File: src/rtl/hzd_pkg.sv
package hzd_pkg;

    typedef enum logic [1:0] {
        SRC_RF  = 2'd0,
        SRC_EXE = 2'd1,
        SRC_WB  = 2'd2
    } fwd_src_e;

    typedef enum logic {
        ST_FLOW      = 1'b0,
        ST_PORT_WAIT = 1'b1
    } seq_state_e;

endpackage

File: src/rtl/hzd_fwd_select.sv
module hzd_fwd_select
    import hzd_pkg::*;
#(
    parameter int RW = 4
) (
    input  logic [RW-1:0] src,
    input  logic          e_vld,
    input  logic          e_wen,
    input  logic [RW-1:0] e_dst,
    input  logic          w_vld,
    input  logic          w_wen,
    input  logic [RW-1:0] w_dst,
    output fwd_src_e      sel
);

    logic hit_exe;
    logic hit_wb;

    always_comb begin
        hit_exe = e_vld && e_wen && (e_dst == src);
        hit_wb  = w_vld && w_wen && (w_dst == src);
        // the younger result in execute wins over the write-back latch
        if (hit_exe)     sel = SRC_EXE;
        else if (hit_wb) sel = SRC_WB;
        else             sel = SRC_RF;
    end

endmodule

File: src/rtl/hzd_seq.sv
module hzd_seq
    import hzd_pkg::*;
(
    input  logic clk,
    input  logic rst_n,
    input  logic mem_req,
    input  logic br_taken,
    output logic pc_en,
    output logic bubble,
    output logic vld_f,
    output logic vld_d,
    output logic vld_e,
    output logic vld_w
);

    seq_state_e state_q;
    seq_state_e state_nxt;
    logic       redirect;
    logic       hold_front;

    // state register
    always_ff @(posedge clk or negedge rst_n) begin
        if (!rst_n) state_q <= ST_FLOW;
        else        state_q <= state_nxt;
    end

    // next state and outputs
    always_comb begin
        redirect   = br_taken && vld_e;
        state_nxt  = mem_req ? ST_PORT_WAIT : ST_FLOW;
        hold_front = 1'b0;
        bubble     = 1'b0;
        unique case (state_q)
            ST_FLOW: begin
                hold_front = 1'b0;
                bubble     = 1'b0;
            end
            ST_PORT_WAIT: begin
                hold_front = 1'b1;
                bubble     = 1'b1;
            end
            default: begin
                hold_front = 1'b0;
                bubble     = 1'b0;
            end
        endcase
        pc_en = !hold_front || redirect;
    end

    // stage valid bits
    always_ff @(posedge clk or negedge rst_n) begin
        if (!rst_n) begin
            vld_f <= 1'b0;
            vld_d <= 1'b0;
            vld_e <= 1'b0;
            vld_w <= 1'b0;
        end else if (redirect) begin
            vld_f <= 1'b0;
            vld_d <= 1'b0;
            vld_e <= 1'b0;
            vld_w <= vld_e;
        end else if (hold_front) begin
            vld_e <= 1'b0;
            vld_w <= vld_e;
        end else begin
            vld_f <= 1'b1;
            vld_d <= vld_f;
            vld_e <= vld_d;
            vld_w <= vld_e;
        end
    end

endmodule

File: src/rtl/pipe_hazard_ctrl.sv
module pipe_hazard_ctrl
    import hzd_pkg::*;
#(
    parameter int RW      = 4,
    parameter int NUM_SRC = 2
) (
    input  logic                    clk,
    input  logic                    rst_n,
    input  logic                    cfg_ld_stall,
    input  logic                    cfg_st_stall,
    input  logic [RW*NUM_SRC-1:0]   d_src,
    input  logic [RW-1:0]           e_dst,
    input  logic                    e_wen,
    input  logic                    e_load,
    input  logic                    e_store,
    input  logic                    e_br_taken,
    input  logic [RW-1:0]           w_dst,
    input  logic                    w_wen,
    output logic [2*NUM_SRC-1:0]    fwd_sel,
    output logic                    pc_en,
    output logic                    vld_f,
    output logic                    vld_d,
    output logic                    vld_e,
    output logic                    vld_w,
    output logic                    bubble
);

    localparam int SELW = $bits(fwd_src_e);

    logic mem_req;

    assign mem_req = vld_e && ((e_load && cfg_ld_stall) || (e_store && cfg_st_stall));

    hzd_seq u_seq (
        .clk      (clk),
        .rst_n    (rst_n),
        .mem_req  (mem_req),
        .br_taken (e_br_taken),
        .pc_en    (pc_en),
        .bubble   (bubble),
        .vld_f    (vld_f),
        .vld_d    (vld_d),
        .vld_e    (vld_e),
        .vld_w    (vld_w)
    );

    for (genvar gi = 0; gi < NUM_SRC; gi++) begin : g_src
        fwd_src_e sel;
        hzd_fwd_select #(.RW(RW)) u_sel (
            .src   (d_src[RW*gi +: RW]),
            .e_vld (vld_e),
            .e_wen (e_wen),
            .e_dst (e_dst),
            .w_vld (vld_w),
            .w_wen (w_wen),
            .w_dst (w_dst),
            .sel   (sel)
        );
        assign fwd_sel[SELW*gi +: SELW] = sel;
    end

endmodule

File: config.mk
export PLATFORM = sky130hd
export DESIGN_NAME = pipe_hazard_ctrl
export DESIGN_NICKNAME = d
export VERILOG_FILES = /design/src/rtl/hzd_pkg.sv /design/src/rtl/hzd_fwd_select.sv /design/src/rtl/hzd_seq.sv /design/src/rtl/pipe_hazard_ctrl.sv
export SDC_FILE = /design/constraint.sdc
export NUM_CORES = 1
export LEC_CHECK = 0
export CAP_MARGIN = 5
export CORE_MARGIN = 4
export CORE_UTILIZATION = 30
export CTS_CLUSTER_DIAMETER = 40
export CTS_CLUSTER_SIZE = 25
export DETAILED_ROUTE_END_ITERATION = 10
export HOLD_SLACK_MARGIN = 0.12
export PLACE_DENSITY = 0.76
export SLEW_MARGIN = 10
export SYNTH_ARGS = -nofsm -noshare
export SYNTH_HDL_FRONTEND = slang
export SYNTH_SLANG_ARGS = --single-unit
File: constraint.sdc
create_clock -name clk -period 1.3 [get_ports clk]
set_input_delay 0.13 -clock clk [delete_from_list [all_inputs] [get_ports clk]]
set_output_delay 0.13 -clock clk [all_outputs]
set_load 0.005 [all_outputs]
# ---- After elaboration in Yosys (flattened, before gate mapping)
# Cells that the tools add are included.
dict set report op_classes {
  n_addsub 0
  mul 0
  div_mod_pow 0
  magnitude_cmp 0
  n_eq_ne 5
  n_shift 0
  mux 12
  n_bitwise 1
  n_reduce_logical 13
}
# operator count
set op_table {}
lappend op_table {{== test 4 bit} 4}
lappend op_table {{logical AND 1 bit} 10}
lappend op_table {{two-way mux 2 bit} 4}
lappend op_table {{two-way mux 1 bit} 7}
lappend op_table {{logical OR 1 bit} 2}
lappend op_table {{!= test 2 x 1 -> 1 bit, second input constant} 1}
lappend op_table {{one-hot mux 1 bit (2 select lines)} 1}
lappend op_table {{logical NOT 1 bit} 1}
lappend op_table {{NOT 1 bit} 1}
dict set report totals {
  ff_bits 5
  latch_bits 0
  ramBits 0
  mem_bits_ro 0
  inputBits 25
  output_inout_bits 10
  elab_cells 36
  n_memories 0
}

# ---- Depth between registers and ports, before layout
dict set report depth {
  ltp_word 4
  ltp_mapped 4
  depth_no_buf 4
}

# ---- By module
# From an unflattened synthesis, not the netlist that was laid out.
dict set report unflattened {
  hier_cells 44
  hier_area_um2 440.4
}
# mod instances cells_per_inst area_per_inst_um2 seq_area_each_um2
set by_module_without_submodules {}
lappend by_module_without_submodules {hzd_fwd_select 2 15 128.9 0.0}
lappend by_module_without_submodules {hzd_seq 1 12 168.9 125.1}
lappend by_module_without_submodules {pipe_hazard_ctrl 1 2 13.8 0.0}

# ---- Worst setup path after synthesis
# OpenSTA, ideal clock, no wires.
dict set report synth_path {
  kind {flip-flop to output port}
  startpoint {reg u_seq.vld_e}
  endpoint {out fwd_sel[2]}
  arrival_time_ns 0.866
  t_required_ns 1.170
  setup_slack_ns 0.304
  path_stages_with_launch 4
  n_path_buf 1
  path_cell_list {dfrtp_1 nand3_1 nor4_2 buf_4}
}
dict set report synth_via {
  elab_chain_len 3
}
# element line_no
set synth_rtl {}
lappend synth_rtl {{start: declaration} hzd_seq.sv:12} ;# output logic vld_e,
lappend synth_rtl {{start signal: assignment} hzd_seq.sv:68} ;# vld_e <= vld_d;
lappend synth_rtl {{logical AND 1 bit (2 in series)} hzd_fwd_select.sv:20} ;# hit_exe = e_vld && e_wen && (e_dst == src);
lappend synth_rtl {{named net g_src[1].u_sel.hit_exe} hzd_fwd_select.sv:16} ;# logic hit_exe;
lappend synth_rtl {{two-way mux 2 bit} hzd_fwd_select.sv:23} ;# if (hit_exe) sel = SRC_EXE;
lappend synth_rtl {{end: declaration} pipe_hazard_ctrl.sv:19} ;# output logic [2*NUM_SRC-1:0] fwd_sel,
# The timed path passes the listed nets, and every way through them passes these cells.

# ---- Worst setup path after layout
dict set report layout_path {
  startpoint {in e_dst[3]}
  endpoint {out fwd_sel[3]}
}
dict set report layout_via {
  elab_chain_len 3
}
# element line_no
set layout_rtl {}
lappend layout_rtl {{start: declaration} pipe_hazard_ctrl.sv:12} ;# input logic [RW-1:0] e_dst,
lappend layout_rtl {{== test 4 bit} hzd_fwd_select.sv:20}
lappend layout_rtl {{logical AND 1 bit} hzd_fwd_select.sv:20}
lappend layout_rtl {{two-way mux 2 bit} hzd_fwd_select.sv:23}
# Every way passes these cells.

==> flow_metrics.tcl <==
set metrics [dict create \
    outcome "completed" \
    cts_sinks 5 \
    startpoint_type "primary input" \
    rr_startpoint "u_seq.vld_e" \
    post-route-period-util_pct 96.4 \
    rsz0062_at_grt "true" \
    worstPathArrival_ns 1.12 \
    via_per_inst 4.65 \
    synth_seq_area_share_pct 30.5 \
    endpoint "fwd_sel[3]" \
    totalWireLength_mm 1.31 \
    combPwrFrac_pct 52.1 \
    yosys_warnings 0 \
    synth_top_area_cell "dfrtp_1" \
    drc_errors 0 \
    timing.final.crit_period_ns 1.25 \
    p_leak_uw 0.000438 \
    max_freq_mhz 798 \
    final_core_util_pct 70.9 \
    end_kind "output port" \
    dp_slack_ns -0.624 \
    cts_tree "done" \
    finalWorstSetupSlack_ns 0.0470 \
    grt_pass1_vias 497 \
    grt_overflow 0 \
    core_um2 1300 \
    hold_violations 0 \
    synth_ff_type "dfrtp_1" \
    finalInstanceArea_um2 922 \
    grt_use_total_pct 14.8 \
    io_pins 35 \
    synth_area_leaders "dfrtp_1 30%, xnor2_1 17%, xor2_1 17%, nor4_2 12%, nand3_1 4.9%" \
    syn_area_um2 410 \
    clkLatencyLatePin_ns 0.25 \
    crit_fanout 2 \
    maxSlewViolCount 0 \
    yosys-top-cells-count "8 x xnor2_1, 8 x xor2_1, 5 x dfrtp_1, 4 x nand3_1, 4 x nor4_2" \
    die_h_um 45.0 \
    firstDrtPassIters 4 \
    port_buffers 34 \
    synth_cell_types 14 \
    synthesis.nets 66 \
    power_uw 961 \
    setup_violations 0 \
    rows 13 \
    hp-class "primary input to flip-flop" \
    post_drt_wl_per_cell_um 12.6 \
    yosysTopAreaCellShare_pct 30.5 \
    r2r_end "u_seq.vld_f" \
    worstPathRequired_ns 1.17 \
    cp-startpoint "e_dst[3]" \
    relSlewSlack_pct 83.0 \
    peakVddDrop_mv 0.687 \
    worstMarginPinSlew_ns 0.254 \
    antenna_found_initial 0 \
    die_w_um 45.0 \
    swShare_pct 31.8 \
    grt_max_degree 6 \
    start_util_pct 31.5 \
    switchingPower_uw 306 \
    maxCapViolCount 0 \
    clock_power_share_pct 19.0 \
    h-tree-depth 1 \
    synth_edf_count 0 \
    antenna_left 0 \
    numCtsBuffers 3 \
    syn_inst 41 \
    grt_pass1_wl_mm 2.08 \
    seqPwrFrac_pct 28.9 \
    async_flop_share_pct 100 \
    layout-drive-gt1-share_pct 40.4 \
    clockBufferDepth 2 \
    worst_clock_skew_ns 0.00229 \
    nFillCells 114 \
    intPower_uw 655 \
    drt_iter0_drc 1 \
    synth-seq-cells 5 \
    dpl-instance-area_um2 822 \
    insertedDiodeCount 0 \
    r2r_cells 4 \
    tns_ns 0 \
    num_vias 484 \
    critPathKind "primary input to output port" \
    hpwl_mm 1.04 \
    reg2reg_slack_ns 0.34 \
    nNetsFinal 115 \
    synth_area_per_cell_um2 10.0 \
    clockRootBuffer "clkbuf_4" \
    gp_congestion 0.840 \
    power_density_nw_per_um2 1040 \
    die_area_um2 2020 \
    area_growth_pct 125 \
    clk_pin_slew_ns 0.04 \
]
per-layer routing:
layer | vias to the layer above | track usage [%] | share of wire (%)
li1 | 232 | - | -
met1 | 219 | 15.6 | 35
met2 | 28 | 24.9 | 51
met3 | 5 | 4.38 | 12
met4 | 0 | 10.5 | 2.6
met5 | - | 0 | 0
per-stage QoR:
stage / hold WS, ns / std cells
after global placement: 0.365 / 97
after global routing: 0.476 / 104
after floorplan: -0.166 / 41
final: 0.459 / 104
after detailed placement: 0.366 / 97
after CTS: 0.455 / 104
cells by family (layout without fill, tap and decap cells):
kind of cell,after synthesis,count (layout),synth area share (%)
XOR/XNOR,16,16,34.1
multiplexers,1,1,2.44
AND/OR/NAND/NOR,13,13,23.5
AO/OA/AOI/OAI,3,3,4.88
flip-flops,5,5,30.5
buffers and inverters,3,51,4.57
critical path, cell delays in order:
cell,delay [ns]
dlygate4sd2_1,0.29
xor2_2,0.20
nor4_4,0.32
nor4_2,0.05
buf_2,0.13
power groups by stage:
stage / sequential [µW] / combinational (µW) / clock (µW)
after CTS: 274 / 494 / 191
after global routing: 291 / 552 / 197
after detailed placement: 274 / 466 / 0
after global placement: 273 / 467 / 0
after floorplan: 282 / 124 / 0
final: 278 / 501 / 182
layout make-up:
cell class	instances	area, µm²	share of cell area (%)
clock buffers	4	26.3	2.85
repair buffers	46	395	42.9
flip-flops and latches	5	126	13.7
multi-input cells	33	352	38.1
inverters	1	3.75	0.407
well taps	15	18.8	2.04
cell usage in the layout, fill, tap and decap left out, drive strengths merged:
master,instances
dfrtp,5
nand3,4
dlygate4sd2,13
nor2b,1
a22oi,1
clkbuf,7
xor2,8
xnor2,8
mux2i,1
nor4,4
buf,15
nand2,3
a21oi,1
and3b,1
clkdlybuf4s15,1
a21boi,1
dlymetal6s2s,4
dlygate4sd3,1
clkdlybuf4s50,9
inv,1
sequential cells by signal (all words and copies together), names as in the netlist:
name,count
u_seq.vld_e,1
u_seq.state_q,1
u_seq.vld_f,1
u_seq.vld_w,1
u_seq.vld_d,1
how the worst min path moves through the flow:
stage / start / end / slack (ns) / depth (start not counted)
finish: e_br_taken / u_seq.vld_d / 0.46 / 2
global route: e_br_taken / u_seq.vld_d / 0.48 / 2
CTS: e_br_taken / u_seq.vld_d / 0.45 / 2
detailed placement: rst_n / u_seq.vld_f / 0.37 / 1
global placement: rst_n / u_seq.vld_f / 0.36 / 1
floorplan: rst_n / u_seq.state_q / -0.17 / 0
timing repair:
item,4_1_cts,5_1_grt
pin swaps,9,10
hold buffers,1,0
resized for setup,41,17
hold endpoints to repair,5,0
buffers inserted,2,0
endpoints found under the setup margin,8,6
Note: power is estimated with default switching activity, not from simulation.
